## src/rtl/pfd_timer_pkg.sv

```systemverilog
// Package pfd_timer_pkg
// Shared types for the preloadable timer. Assumes no state of its own.
package pfd_timer_pkg;

    // Source currently driving the pin
    typedef enum logic {
        PAD_FORCED_LOW = 1'b0,
        PAD_FROM_WAVE  = 1'b1
    } pad_src_e;

    // Pick the pin source from the port data bit
    function automatic pad_src_e pick_pad_src(input logic data_bit);
        return data_bit ? PAD_FROM_WAVE : PAD_FORCED_LOW;
    endfunction

endpackage

```

## src/rtl/pfd_preload.sv

```systemverilog
// Module pfd_preload
// Holds the reload value. It also presents the value the counter must use
// if an overflow falls in the cycle of a write: the new data wins.
// Assumes: synchronous active-low reset; pre_wr is one clock per write.
module pfd_preload #(
    parameter int CNT_W = 16
) (
    input  logic             clk,
    input  logic             rst_n,
    input  logic             pre_wr,
    input  logic [CNT_W-1:0] pre_data,
    output logic [CNT_W-1:0] pre_q,
    output logic [CNT_W-1:0] reload_val
);

    // Capture written value
    always_ff @(posedge clk) begin
        if (!rst_n)      pre_q <= '0;
        else if (pre_wr) pre_q <= pre_data;
    end

    // Forward a same-cycle write to the reload path
    always_comb reload_val = pre_wr ? pre_data : pre_q;

endmodule

```

## src/rtl/pfd_counter.sv

```systemverilog
// Module pfd_counter
// Up-counter that reloads instead of wrapping and flags every overflow.
// Assumes: load_now and counting are never both high (the top guarantees
// this, since load_now needs run_en low).
module pfd_counter #(
    parameter int CNT_W = 16
) (
    input  logic             clk,
    input  logic             rst_n,
    input  logic             counting,
    input  logic             load_now,
    input  logic [CNT_W-1:0] load_val,
    input  logic [CNT_W-1:0] reload_val,
    output logic [CNT_W-1:0] count_o,
    output logic             wrap_o,
    output logic             ovf_o
);

    localparam logic [CNT_W-1:0] CNT_TOP = '1;

    // Overflow happens on a counting clock at the top value
    always_comb wrap_o = counting && (count_o == CNT_TOP);

    // Count, reload on overflow, direct load while stopped
    always_ff @(posedge clk) begin
        if (!rst_n)        count_o <= '0;
        else if (load_now) count_o <= load_val;
        else if (wrap_o)   count_o <= reload_val;
        else if (counting) count_o <= count_o + 1'b1;
    end

    // One-clock overflow pulse
    always_ff @(posedge clk) begin
        if (!rst_n) ovf_o <= 1'b0;
        else        ovf_o <= wrap_o;
    end

endmodule

```

## src/rtl/pfd_wave_out.sv

```systemverilog
// Module pfd_wave_out
// Toggle flip-flop driven by overflow, plus the pin select.
// Assumes: wrap only arrives while the timer runs, so the level is frozen
// when the timer is stopped, and that gives the hold behaviour.
module pfd_wave_out
    import pfd_timer_pkg::*;
(
    input  logic clk,
    input  logic rst_n,
    input  logic wrap,
    input  logic port_bit,
    output logic wave_q,
    output logic pad_o
);

    pad_src_e pad_src;

    // Flip the wave on every overflow
    always_ff @(posedge clk) begin
        if (!rst_n)    wave_q <= 1'b0;
        else if (wrap) wave_q <= ~wave_q;
    end

    // Route the wave or a forced low to the pin
    always_comb begin
        pad_src = pick_pad_src(port_bit);
        pad_o   = (pad_src == PAD_FROM_WAVE) ? wave_q : 1'b0;
    end

endmodule

```

## src/rtl/pfd_timer.sv

```systemverilog
// Module pfd_timer
// Preloadable up-counting timer with a divided square wave on a port pin.
// Assumes: cnt_en is the tick from an outer prescaler; the synchronous
// active-low reset leaves the timer stopped.
module pfd_timer #(
    parameter int CNT_W = 16
) (
    input  logic             clk,
    input  logic             rst_n,
    input  logic             run_en,
    input  logic             cnt_en,
    input  logic             pre_wr,
    input  logic [CNT_W-1:0] pre_data,
    input  logic             port_bit,
    output logic [CNT_W-1:0] count_o,
    output logic             ovf_o,
    output logic             pad_o
);

    logic [CNT_W-1:0] pre_q;
    logic [CNT_W-1:0] reload_val;
    logic             counting;
    logic             load_now;
    logic             wrap;
    logic             wave_level;

    // Qualify counting and the stopped-load path
    always_comb begin
        counting = run_en && cnt_en;
        load_now = pre_wr && !run_en;
    end

    pfd_preload #(.CNT_W(CNT_W)) u_preload (
        .clk        (clk),
        .rst_n      (rst_n),
        .pre_wr     (pre_wr),
        .pre_data   (pre_data),
        .pre_q      (pre_q),
        .reload_val (reload_val)
    );

    pfd_counter #(.CNT_W(CNT_W)) u_counter (
        .clk        (clk),
        .rst_n      (rst_n),
        .counting   (counting),
        .load_now   (load_now),
        .load_val   (pre_data),
        .reload_val (reload_val),
        .count_o    (count_o),
        .wrap_o     (wrap),
        .ovf_o      (ovf_o)
    );

    pfd_wave_out u_wave (
        .clk      (clk),
        .rst_n    (rst_n),
        .wrap     (wrap),
        .port_bit (port_bit),
        .wave_q   (wave_level),
        .pad_o    (pad_o)
    );

endmodule

```

## config.mk

```make
export PLATFORM = sky130hd
export DESIGN_NAME = pfd_timer
export DESIGN_NICKNAME = d
export VERILOG_FILES = /design/src/rtl/pfd_timer_pkg.sv /design/src/rtl/pfd_preload.sv /design/src/rtl/pfd_counter.sv /design/src/rtl/pfd_wave_out.sv /design/src/rtl/pfd_timer.sv
export SDC_FILE = /design/constraint.sdc
export NUM_CORES = 1
export LEC_CHECK = 0
export BUFFER_PORTS_ARGS = -buffer_cell sky130_fd_sc_hd__buf_2
export CORE_MARGIN = 2
export CORE_UTILIZATION = 44
export DETAILED_ROUTE_END_ITERATION = 8
export GPL_TIMING_DRIVEN = 0
export PLACE_DENSITY = 0.71
export SKIP_LAST_GASP = 1
export SYNTH_ARGS = -nofsm -noshare
export SYNTH_HDL_FRONTEND = slang
export SYNTH_SLANG_ARGS = --single-unit
```

## constraint.sdc

```tcl
create_clock -name clk -period 1.95 [get_ports clk]
set_input_delay 0.585 -clock clk [delete_from_list [all_inputs] [get_ports clk]]
set_output_delay 0.585 -clock clk [all_outputs]
set_load 0.05 [all_outputs]
```

After elaboration in Yosys (flattened, before gate mapping)
Index checks and enable logic that the tools add are counted.
{ "totals": {"regBits": 34, "word_cells": 18, "inputBits": 22, "output_inout_bits": 18} }
{ "op_classes": {"add_sub_neg": 1, "reduce_logical": 5, "n_eq_ne": 1, "n_bitwise": 1, "n_mux": 6} }
{ "ops": {"columns": ["operator", "count"], "rows": [
  ["$mux W16", 4],
  ["$add A16 B1 Y16 const B", 1],
  ["$eq A16 B16 Y1 const B", 1],
  ["$logic_and A1 B1 Y1", 3],
  ["$reduce_bool A3 Y1", 1],
  ["$mux W1", 2],
  ["$logic_not A1 Y1", 1],
  ["$not A1 Y1", 1]
]} }

Longest topological paths before layout
Gate-level depths: netlist (run 1).
{ "logic_depth": {"depth_word": 4, "mapped_depth": 6, "mapped_depth_nobuf": 5} }

Cells and area by module
From an unflattened synthesis (run 1), not the netlist that was laid out.
{ "hier_totals": {"hier_cells": 215, "hier_area_um2": 1960.6} }
{ "modules_own_cells": {"columns": ["module", "area_each_um2", "cells_per_inst", "seq_area_each_um2", "instances"], "rows": [
  ["pfd_counter", 1226.2, 158, 340.3, 1],
  ["pfd_preload", 675.6, 51, 320.3, 1],
  ["pfd_wave_out", 42.5, 4, 20.0, 1],
  ["pfd_timer", 16.3, 2, 0.0, 1]
]} }

Worst setup path after synthesis (run 1)
Ideal clock, no wire load.
{ "synth_path": {"path_kind": "reg-to-reg", "startpoint": "reg u_counter.count_o[0]", "endpoint": "reg u_counter.count_o[4]", "synth_period_minus_slack_ns": 2.227, "setup_slack_ns": -0.277, "path_stages_with_launch": 7, "required_ns": 1.884, "arrival_time_ns": 2.161, "path_buffers": 1, "setup_time_ns": 0.066, "path_cell_list": "dfxtp_1 > ha_1 > nand3_1 > or2_2 > clkbuf_1 > or3_1 > a21oi_2"} }
{ "synth_via": {"elab_chain_cells": 4, "word_cells_on_any_way": 7, "cone_classes": "1 x add/sub; 1 x eq/ne; 3 x mux; 2 x reduce/logical"} }
{ "synth_rtl": {"columns": ["element", "line_no", "rtl"], "rows": [
  ["start, declared", "pfd_counter.sv:14", "output logic [CNT_W-1:0] count_o,"],
  ["start signal, assigned", "pfd_counter.sv:27", "else if (load_now) count_o <= load_val;"],
  ["start signal, assigned", "pfd_counter.sv:28", "else if (wrap_o) count_o <= reload_val;"],
  ["start signal, assigned", "pfd_counter.sv:29", "else if (counting) count_o <= count_o + 1'b1;"],
  ["$add A16 B1 Y16 / $eq A16 B16 Y1 (equally long branches)", "pfd_counter.sv:29, pfd_counter.sv:22", null],
  ["$mux W16 / $logic_and A1 B1 Y1 (equally long branches)", "pfd_counter.sv:29, pfd_counter.sv:22", null],
  ["$mux W16", "pfd_counter.sv:28", null],
  ["$mux W16", "pfd_counter.sv:27", null]
]} }
Several ways; a longest one is shown, not always the timed one. The select of a mux whose other input is x is not followed.
A chain may end at the register's enable or synchronous reset.

Worst setup path in the final report (run 1)
{ "layout_path": {"startpoint": "reg u_counter.count_o[7]", "endpoint": "reg u_counter.count_o[4]"} }
{ "layout_via": {"elab_chain_cells": 4, "word_cells_on_any_way": 5, "cone_classes": "1 x eq/ne; 2 x mux; 2 x reduce/logical"} }
{ "layout_rtl": {"columns": ["element", "line_no", "rtl"], "rows": [
  ["$eq A16 B16 Y1 *", "pfd_counter.sv:22", "always_comb wrap_o = counting && (count_o == CNT_TOP);"],
  ["$logic_and A1 B1 Y1 *", "pfd_counter.sv:22", null],
  ["$mux W16", "pfd_counter.sv:28", null],
  ["$mux W16", "pfd_counter.sv:27", null]
]} }
Mark *: on every way between the ends. The rest lies on a longest branch, timed or not.

==> results of run 1 <==
==> flip-flops by register name (all words and copies together) (netlist names) <==
register / cells
u_counter.count_o: 16
u_wave.wave_q: 1
u_preload.pre_q: 16
u_counter.ovf_o: 1
==> per-layer routing <==
metal | global-route usage | wire (µm) | vias up
met3 | 0.0683 | 343 | 5
li1 | - | - | 867
met2 | 0.375 | 2380 | 57
met1 | 0.317 | 2270 | 847
met5 | 0 | 0 | -
met4 | 0.0638 | 45 | 0
==> worst min path at each step <==
stage                     cells past startpoint            endpoint  slack (ps)
final                                         2       u_wave.wave_q         490
after CTS                                     2       u_wave.wave_q         490
after global routing                          2  u_preload.pre_q[0]         520
after floorplan                               2  u_preload.pre_q[4]         450
after detailed placement                      2  u_preload.pre_q[0]         480
after global placement                        2  u_preload.pre_q[4]         460
==> stage by stage <==
step / hold slack [ps] / worst slack [ps]
6_report: 486 / 88.4
3_3_place_gp: 459 / -547
2_1_floorplan: 448 / 8.74
5_1_grt: 518 / 14.0
4_1_cts: 490 / 4.61
3_5_place_dp: 478 / -564
==> final cells by class <==
type,instances,area [µm²],share of cell area
multi-input combinational,152,1060,0.483
sequential,34,704,0.321
timing repair buffer,37,185,0.0845
clock buffer,7,86.3,0.0394
buffer,13,70.1,0.0320
tap,50,62.6,0.0285
inverter,5,18.8,0.00856
clock inverter,1,5.00,0.00228
==> cells in the mapped netlist (4+ instances only) <==
cell type	n
mux2i_1	18
inv_1	4
o22ai_1	4
a31o_2	5
nor4_1	7
nand4_1	4
nand2_1	10
a22oi_1	9
nand3_1	7
nor2_1	23
dfxtp_1	34
a22o_1	4
xnor2_1	4
buf_2	5
a32oi_1	4
clkbuf_1	7
a21oi_1	6
o21ai_0	13
==> cell families after synthesis <==
family / count (synthesis) / synth area share
adder cells (fa/ha/maj): 1 / 0.00700
multiplexers: 19 / 0.107
flip-flops: 34 / 0.381
AO/OA/AOI/OAI: 63 / 0.251
buffers and inverters: 19 / 0.0476
AND/OR/NAND/NOR: 65 / 0.187
XOR/XNOR: 4 / 0.0196
==> worst max-delay path, cell delays in order (launching register included) <==
cell and delay [ps]:
dfxtp_2 420, nand3_4 150, or4_4 580, buf_6 160
or3_1 360, a21oi_2 130
==> report_power, final <==
part           switching (W)  leakage (nW)  internal (W)
Combinational       0.000173         0.531     0.0000931
Clock               0.000250        0.0482      0.000285
Sequential         0.0000348         0.286      0.000735
==> what timing repair did <==
action,4_1_cts,5_1_grt
pin swaps,0,0
buffers inserted,0,0
setup endpoints to repair,13,13
gates resized for setup,6,6
endpoints found under the hold margin,0,0
==> run_results.csv, run 1 <==
group,metric,value,unit
global_routing,grt_max_degree,11,
clock_tree,cts_buffers,5,
layout,fillers,369,
clock_tree,clk_latency,280,ps
yosys,ys_seq_area_frac,0.381,
yosys,yosys-top-cells-area,"dfxtp_1, mux2i_1, nor2_1, a22oi_1, o21ai_0",
setup_path,critPathKind,"reg2reg",
clock_tree,path_clk_slew,70,ps
sta,fmax,537,MHz
setup_path,reg2reg_depth,5,
setup_path,critPathCaptureType,"register",
floorplan,die_area,4590,µm²
floorplan,die_w,67.7,µm
sta,drv_slew,0,
detailed_routing,drt_iter0_markers,122,
setup_path,setup.worst_path.start_class,"register",
hold_path,hp-class,"reg2reg",
sta,worst_pin_slew,567,ps
layout,antenna_cells,0,
setup_path,crit_start,"u_counter.count_o[7]",
layout,num-nets-final,271,
layout,drive_above_1_share,0.341,
detailed_routing,via_per_inst,5.94,
layout,layoutNonFillerInstCount,299,
floorplan,num_io_pins,40,
place,io_buffers,37,
yosys,synth_edf_count,0,
clock_tree,cts_root_buffer,"clkbuf_8",
yosys,yosysWarnings,0,
yosys,async_flop_share,0,
floorplan,fp-row-count,23,
global_routing,antenna_found_initial,0,
clock_tree,ctsHoldBuffers,0,
clock_tree,cts_tree,"yes",
floorplan,die_y,67.7,µm
place,dp_hpwl,3510,µm
pwr,total_leakage_power,0.866,nW
layout,final_cell_mix,"buf_2, nor2_1, dfxtp_1",
yosys,synth.avg_cell_area,8.72,µm²
pwr,ir_drop,441,µV
global_routing,grt_pass1_vias,1637,
place,routabilityCongestion,0.814,
clock_tree,clock_path_buffers,2,
layout,final_common_cell,"buf_2",
clock_tree,htreeDepth,2,
yosys,yosys.area.top_type_share,0.381,
setup_path,worstPathMaxFanout,10,
setup_path,r2r_start,"u_counter.count_o[7]",
yosys,synth-seq-cells,34,
setup_path,r2r_slack,90,ps
setup_path,crit_end,"u_counter.count_o[4]",
yosys,synth_top_area_cell,"dfxtp_1",
setup_path,required,2170,ps
run_status,status,"finished clean",
floorplan,core_area,3940,µm²
yosys,syn_nets,228,
sta,fin_crit,1860,ps
hold_path,holdCritStartpoint,"u_wave.wave_q",
layout,synthToLayoutAreaGrowth,22.7,%
place,placed_cells,292,
sta,rsz0062_at_grt,"false",
detailed_routing,routedWlPerCell,16.8,µm
detailed_routing,remaining_drc_errors,0,
detailed_routing,firstDrtPassIters,5,
detailed_routing,vias,1776,
layout,finish.instance_area,2190,µm²
sta,tns,0,ps
detailed_routing,wl,5040,µm
setup_path,worstPathArrival,2080,ps
sta,finalHoldViolCount,0,
flow_run,max_cap_violations,0,
sta,slew_headroom,0.622,
yosys,synth_area,1790,µm²
place,place_area,2070,µm²
yosys,ys_types,45,
global_routing,grt_pass1_wl,8100,µm
setup_path,reg2reg_to,"u_counter.count_o[4]",
floorplan,initial_core_util,0.453,
sta,finClkSkew,4.15,ps
global_routing,overflow,0,
pwr,powerDensity,716,nW/µm²
yosys,ys.flop_type,"dfxtp_1",
pwr,fin_total_pwr,0.00157,W
clock_tree,cts_sinks,34,
layout,final_util,0.556,
sta,fin_crit_sh,0.955,
sta,final-setup-viol-count,0,
detailed_routing,ant_nets,0,
yosys,syn-instance-count,205,
global_routing,grt.total_usage,0.238,
Power figures use the tool's default switching activity.
==> run 2, diff against run 1 <==
- CORE_UTILIZATION: 44 -> 40
- PLACE_DENSITY: 0.71 -> 0.65
==> run 2 against run 1 <==
- largest cell class unchanged
- global-route usage down 2.8 points
- wire length up 0.58%
- clock power down 5.4%
==> run_results.csv, run 2 (same netlist as run 1, synthesis figures left out) <==
group,metric,value,unit
clock_tree,cts_buffers,5,
detailed_routing,via_per_inst,5.89,
layout,num-nets-final,271,
sta,finalHoldViolCount,0,
detailed_routing,wl_met1,2370,µm
flow_run,max_cap_violations,0,
sta,slew_headroom,0.607,
floorplan,core_area,4320,µm²
setup_path,required,2170,ps
layout,layoutNonFillerInstCount,301,
pwr,combPwrFrac,0.173,
sta,fin_crit_sh,0.954,
floorplan,die_w,70.8,µm
detailed_routing,wl_met2,2380,µm
sta,drv_slew,0,
place,io_buffers,37,
layout,reg_top3,"u_counter.count_o x16, u_preload.pre_q x16",
clock_tree,path_clk_slew,70,ps
global_routing,grt.total_usage,0.210,
setup_path,setup.worst_path.start_class,"register",
floorplan,num_io_pins,40,
hold_path,hp-class,"reg2reg",
layout,drive_above_1_share,0.341,
clock_tree,cts_root_buffer,"clkbuf_8",
sta,hold-worst-slack,495,ps
sta,setup_slack,89.5,ps
layout,final_cell_mix,"buf_2, nor2_1, dfxtp_1",
global_routing,grt_pass1_wl,8260,µm
global_routing,antenna_found_initial,0,
clock_tree,clk_latency,290,ps
layout,antenna_cells,0,
pwr,ir_drop,331,µV
floorplan,die_y,70.8,µm
floorplan,fp-row-count,24,
place,placed_cells,294,
layout,fillers,439,
sta,finClkSkew,5.40,ps
global_routing,grt_pass1_vias,1621,
clock_tree,htreeDepth,2,
floorplan,initial_core_util,0.413,
clock_tree,cts_sinks,34,
detailed_routing,drt_iter0_markers,123,
detailed_routing,routedWlPerCell,16.8,µm
sta,final-setup-viol-count,0,
pwr,p_int,0.00107,W
pwr,total_leakage_power,0.862,nW
detailed_routing,vias,1773,
pwr,switching_power,0.000468,W
layout,multi_input_area,1060,µm²
sta,fin_crit,1860,ps
pwr,power_frac_seq,0.499,
global_routing,grt_max_degree,11,
floorplan,die_area,5020,µm²
detailed_routing,wl,5070,µm
layout,seq_area,704,µm²
detailed_routing,firstDrtPassIters,4,
detailed_routing,remaining_drc_errors,0,
sta,fmax,537,MHz
setup_path,worstPathArrival,2080,ps
detailed_routing,top_layer,"met4",
setup_path,cpMaxStageDelayCell,"or4_4",
place,pre_cts_ws,-530,ps
sta,worst_pin_slew,590,ps
clock_tree,clock_path_buffers,2,
setup_path,critPathCaptureType,"register",
place,routabilityCongestion,0.817,
global_routing,overflow,0,
pwr,power.share.clock,0.328,
setup_path,critPathKind,"reg2reg",
layout,synthToLayoutAreaGrowth,22.2,%
place,dp_hpwl,3490,µm
run_status,status,"finished clean",
pwr,swShare,0.304,
clock_tree,cts_tree,"yes",
detailed_routing,dr_wl_met3,242,µm
setup_path,crit_chain,"nand3_4 > or4_4 > buf_6 > or3_1 > a21oi_2",
sta,rsz0062_at_grt,"false",
setup_path,max_stage_delay,570,ps
pwr,powerDensity,706,nW/µm²
layout,final_common_cell,"buf_2",
detailed_routing,ant_nets,0,
setup_path,worstPathMaxFanout,10,
-- run 2: cell types whose count changed in the layout (fill, tap and decap cells not counted), sizes merged --
cell	change
buf	-1
clkinv	+1
-- run 2: metal layers --
layer / track usage / up-vias
met2: 0.309 / 49
met4: 0.0755 / 0
met1: 0.303 / 850
met3: 0.0427 / 6
li1: - / 868
met5: 0 / -
-- run 2: layout make-up --
class                      count  area share
multi-input combinational    152       0.484
clock inverter                 2     0.00401
buffer                        13      0.0327
sequential                    34       0.323
clock buffer                   6      0.0332
tap                           52      0.0298
timing repair buffer          37      0.0848
inverter                       5     0.00860
-- run 2: final timing paths --
kind / from / to / slack [ps] / cells after the start
worst min-delay path: u_preload.pre_q[10] / u_preload.pre_q[10] / 500 / 2
worst max-delay path: u_counter.count_o[7] / u_counter.count_o[4] / 90 / 5
worst min register to register: u_preload.pre_q[10] / u_preload.pre_q[10] / 500 / 2
worst max register to register: u_counter.count_o[7] / u_counter.count_o[4] / 90 / 5
-- run 2: repair_timing --
action | 4_1_cts | 5_1_grt
hold buffers | 0 | 0
cloned | 0 | 0
endpoints found under the hold margin | 0 | 0
gates resized for setup | 5 | 8
endpoints found under the setup margin | 13 | 13
buffers inserted | 0 | 0
-- run 2: worst max-delay path: cells and delay by family, from the launching register on --
family	cells	cell delay (ps)
simple gates	3	1070
compound gates	1	130
buf+inv	1	160
flops	1	430
-- run 2: power by group through the flow --
| stage | Combinational [W] | Clock (W) | Sequential, W |
|---|---|---|---|
| global route | 0.000290 | 0.000543 | 0.000774 |
| global placement | 0.000263 | 0 | 0.000783 |
| finish | 0.000266 | 0.000506 | 0.000769 |
| floorplan | 0.000125 | 0 | 0.000839 |
| detailed placement | 0.000264 | 0 | 0.000784 |
| CTS | 0.000266 | 0.000516 | 0.000768 |
-- run 2: stage by stage --
stage	cell area [µm²]	util	TNS, ps	total power, W
3_5_place_dp	2070	0.478	-5830	0.00105
2_1_floorplan	1820	-	0	0.000964
6_report	2180	0.505	0	0.00154
3_3_place_gp	2070	0.478	-5740	0.00105
5_1_grt	2180	0.505	0	0.00161
4_1_cts	2160	0.500	0	0.00155
